File: src/rtl/msq_pkg.sv
package msq_pkg;
  localparam int DW = 8;
  localparam int AW = 2 * DW;
  localparam int MAX_CYC = 5;
  localparam int CW = $clog2(MAX_CYC + 1);

  typedef enum logic [2:0] {
    CT_FETCH = 3'd0, CT_MRD = 3'd1, CT_MWR = 3'd2, CT_SRD = 3'd3,
    CT_SWR = 3'd4, CT_IORD = 3'd5, CT_IOWR = 3'd6, CT_HALT = 3'd7
  } cyc_t;

  typedef enum logic [1:0] {AS_PC = 2'd0, AS_HL = 2'd1, AS_WZ = 2'd2, AS_SP = 2'd3} src_t;
  typedef enum logic [1:0] {SP_HOLD, SP_INC, SP_DEC} spop_t;
  typedef enum logic [2:0] {LT_NONE, LT_Z, LT_W, LT_ZW, LT_RST} lat_t;

  typedef enum logic [4:0] {
    K_NOP, K_MOVRR, K_MOVRM, K_MOVMR, K_HLT, K_MVIR, K_MVIM, K_LDA, K_STA,
    K_JMP, K_JCC, K_CALL, K_CCC, K_RET, K_RCC, K_RST, K_IN, K_OUT
  } kind_t;

  typedef struct packed {
    cyc_t         ctype;
    src_t         src;
    lat_t         lat;
    spop_t        sp;
    logic         pc_inc;
    logic [CW-1:0] nst;
  } cdesc_t;

  function automatic kind_t classify(input logic [DW-1:0] op);
    kind_t k;
    casez (op)
      8'b01110110: k = K_HLT;
      8'b01110???: k = K_MOVMR;
      8'b01???110: k = K_MOVRM;
      8'b01??????: k = K_MOVRR;
      8'b00110110: k = K_MVIM;
      8'b00???110: k = K_MVIR;
      8'b00111010: k = K_LDA;
      8'b00110010: k = K_STA;
      8'b11000011: k = K_JMP;
      8'b11001101: k = K_CALL;
      8'b11001001: k = K_RET;
      8'b11011011: k = K_IN;
      8'b11010011: k = K_OUT;
      8'b11???010: k = K_JCC;
      8'b11???100: k = K_CCC;
      8'b11???000: k = K_RCC;
      8'b11???111: k = K_RST;
      default:     k = K_NOP;
    endcase
    return k;
  endfunction

  function automatic logic [AW-1:0] rst_vector(input logic [DW-1:0] op);
    return {{(AW-6){1'b0}}, op[5:3], 3'b000};
  endfunction

  function automatic logic [CW-1:0] cycles_of(input kind_t k, input logic c);
    logic [CW-1:0] n;
    case (k)
      K_MOVRM, K_MOVMR, K_HLT, K_MVIR: n = 3'd2;
      K_MVIM, K_JMP, K_JCC, K_IN, K_OUT, K_RST, K_RET: n = 3'd3;
      K_RCC:        n = c ? 3'd3 : 3'd1;
      K_LDA, K_STA: n = 3'd4;
      K_CALL:       n = 3'd5;
      K_CCC:        n = c ? 3'd5 : 3'd3;
      default:      n = 3'd1;
    endcase
    return n;
  endfunction

  function automatic logic jumps(input kind_t k, input logic c);
    logic j;
    case (k)
      K_JMP, K_CALL, K_RET, K_RST: j = 1'b1;
      K_JCC, K_CCC, K_RCC:         j = c;
      default:                     j = 1'b0;
    endcase
    return j;
  endfunction
endpackage

File: src/rtl/msq_decode.sv
module msq_decode
  import msq_pkg::*;
(
  input  logic [DW-1:0] ir,
  input  logic [CW-1:0] mcyc,
  input  logic          cond_live,
  input  logic          cond_q,
  output cdesc_t        desc,
  output logic [CW-1:0] ncyc,
  output logic          jump,
  output kind_t         kind
);
  function automatic cdesc_t mk(input cyc_t t, input src_t s, input lat_t l,
                                input spop_t p, input logic inc, input logic [CW-1:0] n);
    cdesc_t d;
    d.ctype = t; d.src = s; d.lat = l; d.sp = p; d.pc_inc = inc; d.nst = n;
    return d;
  endfunction

  function automatic cdesc_t describe(input kind_t k, input logic [CW-1:0] m, input logic c);
    cdesc_t d;
    d = mk(CT_FETCH, AS_PC, LT_NONE, SP_HOLD, 1'b0, 3'd3);
    case (m)
      3'd1: d = mk(CT_FETCH, AS_PC, LT_NONE,
                   (k == K_CALL || k == K_RST || (k == K_CCC && c)) ? SP_DEC : SP_HOLD, 1'b1,
                   (k == K_MOVRR || k == K_CALL || k == K_CCC || k == K_RCC || k == K_RST) ? 3'd5 : 3'd4);
      3'd2: case (k)
        K_MOVRM:      d = mk(CT_MRD,  AS_HL, LT_NONE, SP_HOLD, 1'b0, 3'd3);
        K_MOVMR:      d = mk(CT_MWR,  AS_HL, LT_NONE, SP_HOLD, 1'b0, 3'd3);
        K_HLT:        d = mk(CT_HALT, AS_PC, LT_NONE, SP_HOLD, 1'b0, 3'd3);
        K_IN, K_OUT:  d = mk(CT_MRD,  AS_PC, LT_ZW,   SP_HOLD, 1'b1, 3'd3);
        K_RET, K_RCC: d = mk(CT_SRD,  AS_SP, LT_Z,    SP_INC,  1'b0, 3'd3);
        K_RST:        d = mk(CT_SWR,  AS_SP, LT_NONE, SP_DEC,  1'b0, 3'd3);
        default:      d = mk(CT_MRD,  AS_PC, LT_Z,    SP_HOLD, 1'b1, 3'd3);
      endcase
      3'd3: case (k)
        K_MVIM:       d = mk(CT_MWR,  AS_HL, LT_NONE, SP_HOLD, 1'b0, 3'd3);
        K_IN:         d = mk(CT_IORD, AS_WZ, LT_NONE, SP_HOLD, 1'b0, 3'd3);
        K_OUT:        d = mk(CT_IOWR, AS_WZ, LT_NONE, SP_HOLD, 1'b0, 3'd3);
        K_RET, K_RCC: d = mk(CT_SRD,  AS_SP, LT_W,    SP_INC,  1'b0, 3'd3);
        K_RST:        d = mk(CT_SWR,  AS_SP, LT_RST,  SP_HOLD, 1'b0, 3'd3);
        default:      d = mk(CT_MRD,  AS_PC, LT_W,    SP_HOLD, 1'b1, 3'd3);
      endcase
      3'd4: case (k)
        K_LDA:        d = mk(CT_MRD,  AS_WZ, LT_NONE, SP_HOLD, 1'b0, 3'd3);
        K_STA:        d = mk(CT_MWR,  AS_WZ, LT_NONE, SP_HOLD, 1'b0, 3'd3);
        default:      d = mk(CT_SWR,  AS_SP, LT_NONE, SP_DEC,  1'b0, 3'd3);
      endcase
      3'd5:           d = mk(CT_SWR,  AS_SP, LT_NONE, SP_HOLD, 1'b0, 3'd3);
      default: ;
    endcase
    return d;
  endfunction

  always_comb begin
    kind = classify(ir);
    desc = describe(kind, mcyc, cond_live);
    ncyc = cycles_of(kind, cond_q);
    jump = jumps(kind, cond_q);
  end
endmodule

File: src/rtl/msq_regs.sv
module msq_regs
  import msq_pkg::*;
(
  input  logic          clk,
  input  logic          rst,
  input  logic [DW-1:0] din,
  input  logic [DW-1:0] ir,
  input  logic          pc_inc,
  input  lat_t          lat,
  input  spop_t         spop,
  input  logic          jump,
  output logic [AW-1:0] pc,
  output logic [AW-1:0] wz,
  output logic [AW-1:0] sp
);
  logic [DW-1:0] w_q, z_q;
  logic [AW-1:0] pc_q, sp_q;

  always_ff @(posedge clk) begin
    if (rst) begin
      pc_q <= '0; sp_q <= '0; w_q <= '0; z_q <= '0;
    end else begin
      if (jump)        pc_q <= {w_q, z_q};
      else if (pc_inc) pc_q <= pc_q + 1'b1;
      case (lat)
        LT_Z:   z_q <= din;
        LT_W:   w_q <= din;
        LT_ZW:  begin z_q <= din; w_q <= din; end
        LT_RST: {w_q, z_q} <= rst_vector(ir);
        default: ;
      endcase
      case (spop)
        SP_INC:  sp_q <= sp_q + 1'b1;
        SP_DEC:  sp_q <= sp_q - 1'b1;
        default: ;
      endcase
    end
  end

  assign pc = pc_q;
  assign wz = {w_q, z_q};
  assign sp = sp_q;

  // a taken transfer lands exactly on the temporary pair
  p_jump_target_r7: assert property (@(posedge clk) disable iff (rst)
    jump |=> pc == $past(wz));
  // the restart vector leaves the high byte clear
  p_rst_vec_r11: assert property (@(posedge clk) disable iff (rst)
    (lat == LT_RST) |=> wz[AW-1:6] == '0);
endmodule

File: src/rtl/msq_sequencer.sv
module msq_sequencer
  import msq_pkg::*;
(
  input  logic          clk,
  input  logic          rst,
  input  logic [DW-1:0] din,
  input  logic          cond_ok,
  output logic [CW-1:0] mcyc,
  output logic [CW-1:0] tst,
  output logic [2:0]    ctype,
  output logic [1:0]    asrc,
  output logic [AW-1:0] pc,
  output logic [AW-1:0] wz,
  output logic [AW-1:0] sp,
  output logic          done,
  output logic          halted
);
  logic [CW-1:0] mcyc_q, tst_q, ncyc;
  logic [DW-1:0] ir_q;
  logic          cond_q, halted_q, take_jump;
  cdesc_t        desc;
  kind_t         kind;

  // internal events, named for the assertions
  logic last_state, last_cyc, pc_inc_now, jump_now;
  lat_t  lat_now;
  spop_t sp_now;

  msq_decode u_dec (
    .ir(ir_q), .mcyc(mcyc_q), .cond_live(cond_ok), .cond_q(cond_q),
    .desc(desc), .ncyc(ncyc), .jump(take_jump), .kind(kind)
  );

  always_comb begin
    last_state = (tst_q == desc.nst);
    last_cyc   = (mcyc_q == ncyc);
    done       = !halted_q && last_state && last_cyc;
    pc_inc_now = !halted_q && desc.pc_inc && (tst_q == 3'd2);
    jump_now   = done && take_jump;
    lat_now    = (!halted_q && tst_q == 3'd2) ? desc.lat : LT_NONE;
    if (halted_q)
      sp_now = SP_HOLD;
    else if (mcyc_q == 3'd1)
      sp_now = (tst_q == 3'd4) ? desc.sp : SP_HOLD;
    else
      sp_now = (tst_q == 3'd2) ? desc.sp : SP_HOLD;
  end

  msq_regs u_regs (
    .clk(clk), .rst(rst), .din(din), .ir(ir_q), .pc_inc(pc_inc_now),
    .lat(lat_now), .spop(sp_now), .jump(jump_now),
    .pc(pc), .wz(wz), .sp(sp)
  );

  always_ff @(posedge clk) begin
    if (rst) begin
      mcyc_q <= 3'd1; tst_q <= 3'd1; ir_q <= '0; cond_q <= 1'b0; halted_q <= 1'b0;
    end else if (!halted_q) begin
      if (mcyc_q == 3'd1 && tst_q == 3'd3) ir_q   <= din;
      if (mcyc_q == 3'd1 && tst_q == 3'd4) cond_q <= cond_ok;
      if (last_state) begin
        tst_q <= 3'd1;
        if (last_cyc) begin
          mcyc_q   <= 3'd1;
          halted_q <= (kind == K_HLT);
        end else begin
          mcyc_q <= mcyc_q + 3'd1;
        end
      end else begin
        tst_q <= tst_q + 3'd1;
      end
    end
  end

  assign mcyc   = mcyc_q;
  assign tst    = tst_q;
  assign ctype  = desc.ctype;
  assign asrc   = desc.src;
  assign halted = halted_q;

  p_counters_legal_r3: assert property (@(posedge clk) disable iff (rst)
    tst_q >= 3'd1 && tst_q <= 3'd5 && mcyc_q >= 3'd1 && mcyc_q <= 3'd5);
  p_fetch_head_r2: assert property (@(posedge clk) disable iff (rst)
    (mcyc_q == 3'd1) |-> (ctype == 3'(CT_FETCH) && asrc == 2'(AS_PC)));
  p_fetch_step_r2: assert property (@(posedge clk) disable iff (rst)
    (mcyc_q == 3'd1 && tst_q == 3'd2 && !halted_q) |=> pc == AW'($past(pc) + 1'b1));
  p_restart_after_done_r13: assert property (@(posedge clk) disable iff (rst)
    done |=> (mcyc_q == 3'd1 && tst_q == 3'd1));
  p_halt_frozen_r12: assert property (@(posedge clk) disable iff (rst)
    halted_q |=> (halted_q && $stable(pc) && tst_q == 3'd1 && !done));
  p_false_return_short_r10: assert property (@(posedge clk) disable iff (rst)
    (kind == K_RCC && mcyc_q == 3'd1 && tst_q == 3'd5 && !cond_q) |-> done);
endmodule

File: config.mk
export PLATFORM = sky130hd
export DESIGN_NAME = msq_sequencer
export DESIGN_NICKNAME = d
export VERILOG_FILES = /design/src/rtl/msq_pkg.sv /design/src/rtl/msq_decode.sv /design/src/rtl/msq_regs.sv /design/src/rtl/msq_sequencer.sv
export SDC_FILE = /design/constraint.sdc
export NUM_CORES = 1
export LEC_CHECK = 0
export BUFFER_PORTS_ARGS = -buffer_cell sky130_fd_sc_hd__clkbuf_2
export CORE_MARGIN = 1.5
export CORE_UTILIZATION = 53
export DETAILED_ROUTE_END_ITERATION = 10
export PLACE_DENSITY = 0.82
export SLEW_MARGIN = 20
export SYNTH_ARGS = -nofsm -noshare
export SYNTH_HDL_FRONTEND = slang
export SYNTH_SLANG_ARGS = --single-unit
File: constraint.sdc
create_clock -name clk -period 4.1 [get_ports clk]
set_input_delay 1.025 -clock clk [delete_from_list [all_inputs] [get_ports clk]]
set_output_delay 1.025 -clock clk [all_outputs]
set_load 0.005 [all_outputs]
==> metrics <==
Flop pwr share=31.8%; WP buf/inv=3; Clock power frac=25.2%; syn nets=650; Starting Density=54.3%; Tcrit/Tclk final=104%; drt first-iter violations=485; post-synth cell types=86; CTS tree=done; top-count cell post-synth=dfxtp_1; final wirelength=15700 um; first-pass GRT wire length=24400 um; PortBufs=71; top post-synthesis cells by area=dfxtp_1, ha_1, nand2_1, nor2_1, xnor2_1; Most used DFF post-synth=dfxtp_1; internal power=1.47 mW; Clock Tree Buf Depth=2; height of the die=99.8 um; clk_skew=0.0179 ns; 1st-pass router iterations=5; fin crit period=4.28 ns; crit path DAT=3.25 ns; Min-Delay Path Depth=2; worst hold slack=0.491 ns; Max Cap Violations=0; Synth top cells by count=dfxtp_1, nand2_1, nor2_1, a21oi_1, ha_1; gp weighted congestion=0.939; drc violations=0; P per Cell Area=366 nW/um^2; Gate power share=43.0%; DR vias=5403; Yosys top cell by area=dfxtp_1; Post-DP HPWL=11100 um; post-synthesis sequential area ratio=25.8%; RR Endpoint=u_regs.sp[14]; die area=9960 sq um; Yosys top cell area share=25.8%; final worst setup slack=-0.179 ns; Final Total Pwr=2.40 mW; Post-CTS Hold Buffers=0; CP Launch Type=flip-flop; VDD IR max=200 uV; CTS buffer count=9; die width=99.8 um; finished layout cell area=6560 sq um; count of final hold-check violations=0; switching share of power=38.9%; CP required=3.07 ns; delay-heaviest family, CP=simple AND/OR/NAND/NOR gates; I/O Pins=72; CP Max Fanout=6; GRT overflow=0; gr usage total=30.1%; Psw=934 uW; Crit Path Class=reg -> out; Hold Path Class=reg -> reg; Post-Syn Instances=608; Max-slew headroom=45.6%; Static Leak=2.82 nW; initial antenna violation count=0; Routed Antenna Nets=0; largest net degree at the start of global routing=43; CTS Sinks=64; NumNets Final=796; htree depth=3; vias in the first global route=5032; # diodes=0; pin slew with the least headroom to its limit=0.813 ns; TNS Setup=-0.365 ns; syn_area_per_cell=8.17 sq um; f_max=0.234 GHz; Worst-path clk slew=0.08 ns; Area Overhead vs Synth=32.0%; critical path endpoint category=output port; Vias/cell=6.21; CP max stage delay=0.56 ns; critical-path cell list=and3b_2, o2111ai_2, a31oi_4, o22ai_4, inv_2, ha_4, buf_4, nor2_2, mux2_4, nor3_2, or4_4, o311a_4, nor3_4, clkbuf_2; mapped cell area=4970 sq um; Hold EP=u_regs.sp[9]; layout cells sized above 1=37.8%; later-pin clock latency in the skew report=0.35 ns; FF-to-FF Start=ir_q[4]; Setup violations, final=5; status=finished with violations; Worst Hold Launch=u_regs.sp[9]; placed instance area=5880 sq um; #FFs+latches synth=64; cell row count=35; ys async rst share=0%; Crit-path slowest cell=or4_4; Synth warnings=0; setup slack, reg-to-reg=-0.08 ns; Max Slew Vio Count=0; wire length per cell=18.0 um; Placeable Area=9150 sq um; number of synthesized flops with an enable pin=0; failing checks=negative setup slack; RSZ-0062 raised after global routing=yes; r2r worst-path depth=23; CTS root buf=clkbuf_8
-- worst max path at each step --
stage / from / to / slack, ns / depth (start not counted)
after floorplan: ir_q[4] / u_regs.sp[15] / -0.002 / 23
after global placement: ir_q[1] / done / -0.02 / 14
after detailed placement: ir_q[2] / u_regs.sp[14] / -0.20 / 22
after CTS: ir_q[1] / done / -0.15 / 15
after global routing: ir_q[0] / u_regs.sp[15] / -0.27 / 22
final: ir_q[4] / done / -0.18 / 14
-- per-stage QoR --
stage | util, % | std cells | setup slack, ns
finish | 71.6 | 870 | -0.179
global route | 71.6 | 870 | -0.268
floorplan | - | 608 | -0.00220
detailed placement | 64.2 | 832 | -0.198
CTS | 68.9 | 857 | -0.148
global placement | 64.2 | 832 | -0.0187
-- what timing repair did --
action / CTS / global route
resized for setup: 36 / 35
pin swaps: 11 / 24
setup buffers: 9 / 13
gates cloned: 0 / 0
endpoints found under the setup margin: 6 / 11
-- cell families after synthesis --
group	after synthesis	share of synthesized area, %
buffers and inverters	54	5.82
AOI/OAI and AO/OA	159	24.5
and+or+nand+nor	248	26.1
muxes	20	4.13
xor gates and xnor gates	32	5.64
adders and majority gates	31	7.96
DFF	64	25.8
-- worst register-to-register path, cell delays in order (launching register included) --
cell       delay (ns)
dfxtp_4          0.37
and3b_2          0.23
o2111ai_2        0.22
a31oi_4          0.14
o22ai_4          0.21
inv_2            0.09
ha_4             0.18
inv_1            0.12
nor4_4           0.07
nor2_1           0.14
nand2_1          0.11
a21oi_2          0.20
ha_4             0.19
buf_4            0.13
inv_2            0.05
fa_2             0.36
nor2b_1          0.11
o21a_1           0.16
o21ai_2          0.08
a21oi_2          0.16
o2111a_2         0.26
nor3_4           0.06
o31ai_2          0.24
o221ai_1         0.14
-- per-layer routing --
layer / up-vias / global-route usage [%] / wire, um
met4: 0 / 11.2 / 375
met5: - / 0 / 0
met2: 232 / 51.0 / 7770
met3: 40 / 4.87 / 1060
met1: 2606 / 38.8 / 6480
li1: 2525 / - / -
-- power groups by stage --
stage	registers, mW	clock network (mW)	logic (mW)
detailed placement	0.757	0	0.864
CTS	0.750	0.609	0.950
floorplan	0.726	0	0.622
global route	0.769	0.635	1.10
finish	0.763	0.606	1.03
global placement	0.750	0	0.847
-- area by class of cell --
cell class | count | area [sq um]
Inverter | 22 | 82.6
Sequential cell | 64 | 1310
Clock inverter | 7 | 93.8
Clock buffer | 9 | 124
Tap cell | 111 | 139
Multi-Input combinational cell | 490 | 3730
Fill cell | 641 | 2600
Timing Repair Buffer | 167 | 1080
-- state kept, by name (all words and copies together) (netlist names), 3 cells and up --
register and count:
u_regs.z_q 8, u_regs.pc 16, u_regs.sp 16, tst 3, u_regs.w_q 8, mcyc 3, ir_q 8
-- cell usage in the layout, fill, tap and decap left out, types with 4 or more instances in the layout --
| cell | n |
|---|---|
| buf_4 | 94 |
| clkbuf_2 | 72 |
| nand2_1 | 61 |
| dfxtp_1 | 56 |
| nor2_1 | 55 |
| a21oi_1 | 32 |
| ha_1 | 24 |
| nand3_1 | 23 |
| xnor2_1 | 22 |
| o21ai_0 | 21 |
| mux2i_1 | 18 |
| inv_1 | 17 |
| a21oi_2 | 17 |
| nor3_1 | 16 |
| and3_1 | 10 |
| nand4_1 | 10 |
| or2b_1 | 10 |
| o41ai_2 | 10 |
| a22o_1 | 9 |
| xor2_1 | 9 |
| clkbuf_8 | 9 |
| nor2b_1 | 8 |
| nand2b_1 | 6 |
| a31oi_1 | 6 |
| dfxtp_4 | 6 |
| o211ai_1 | 5 |
| or3_1 | 5 |
| ha_4 | 5 |
| inv_2 | 4 |
| o21ai_2 | 4 |
| nor3_4 | 4 |
| o21ai_1 | 4 |
| a21o_1 | 4 |
No activity file was read; power rests on OpenSTA's default activity.
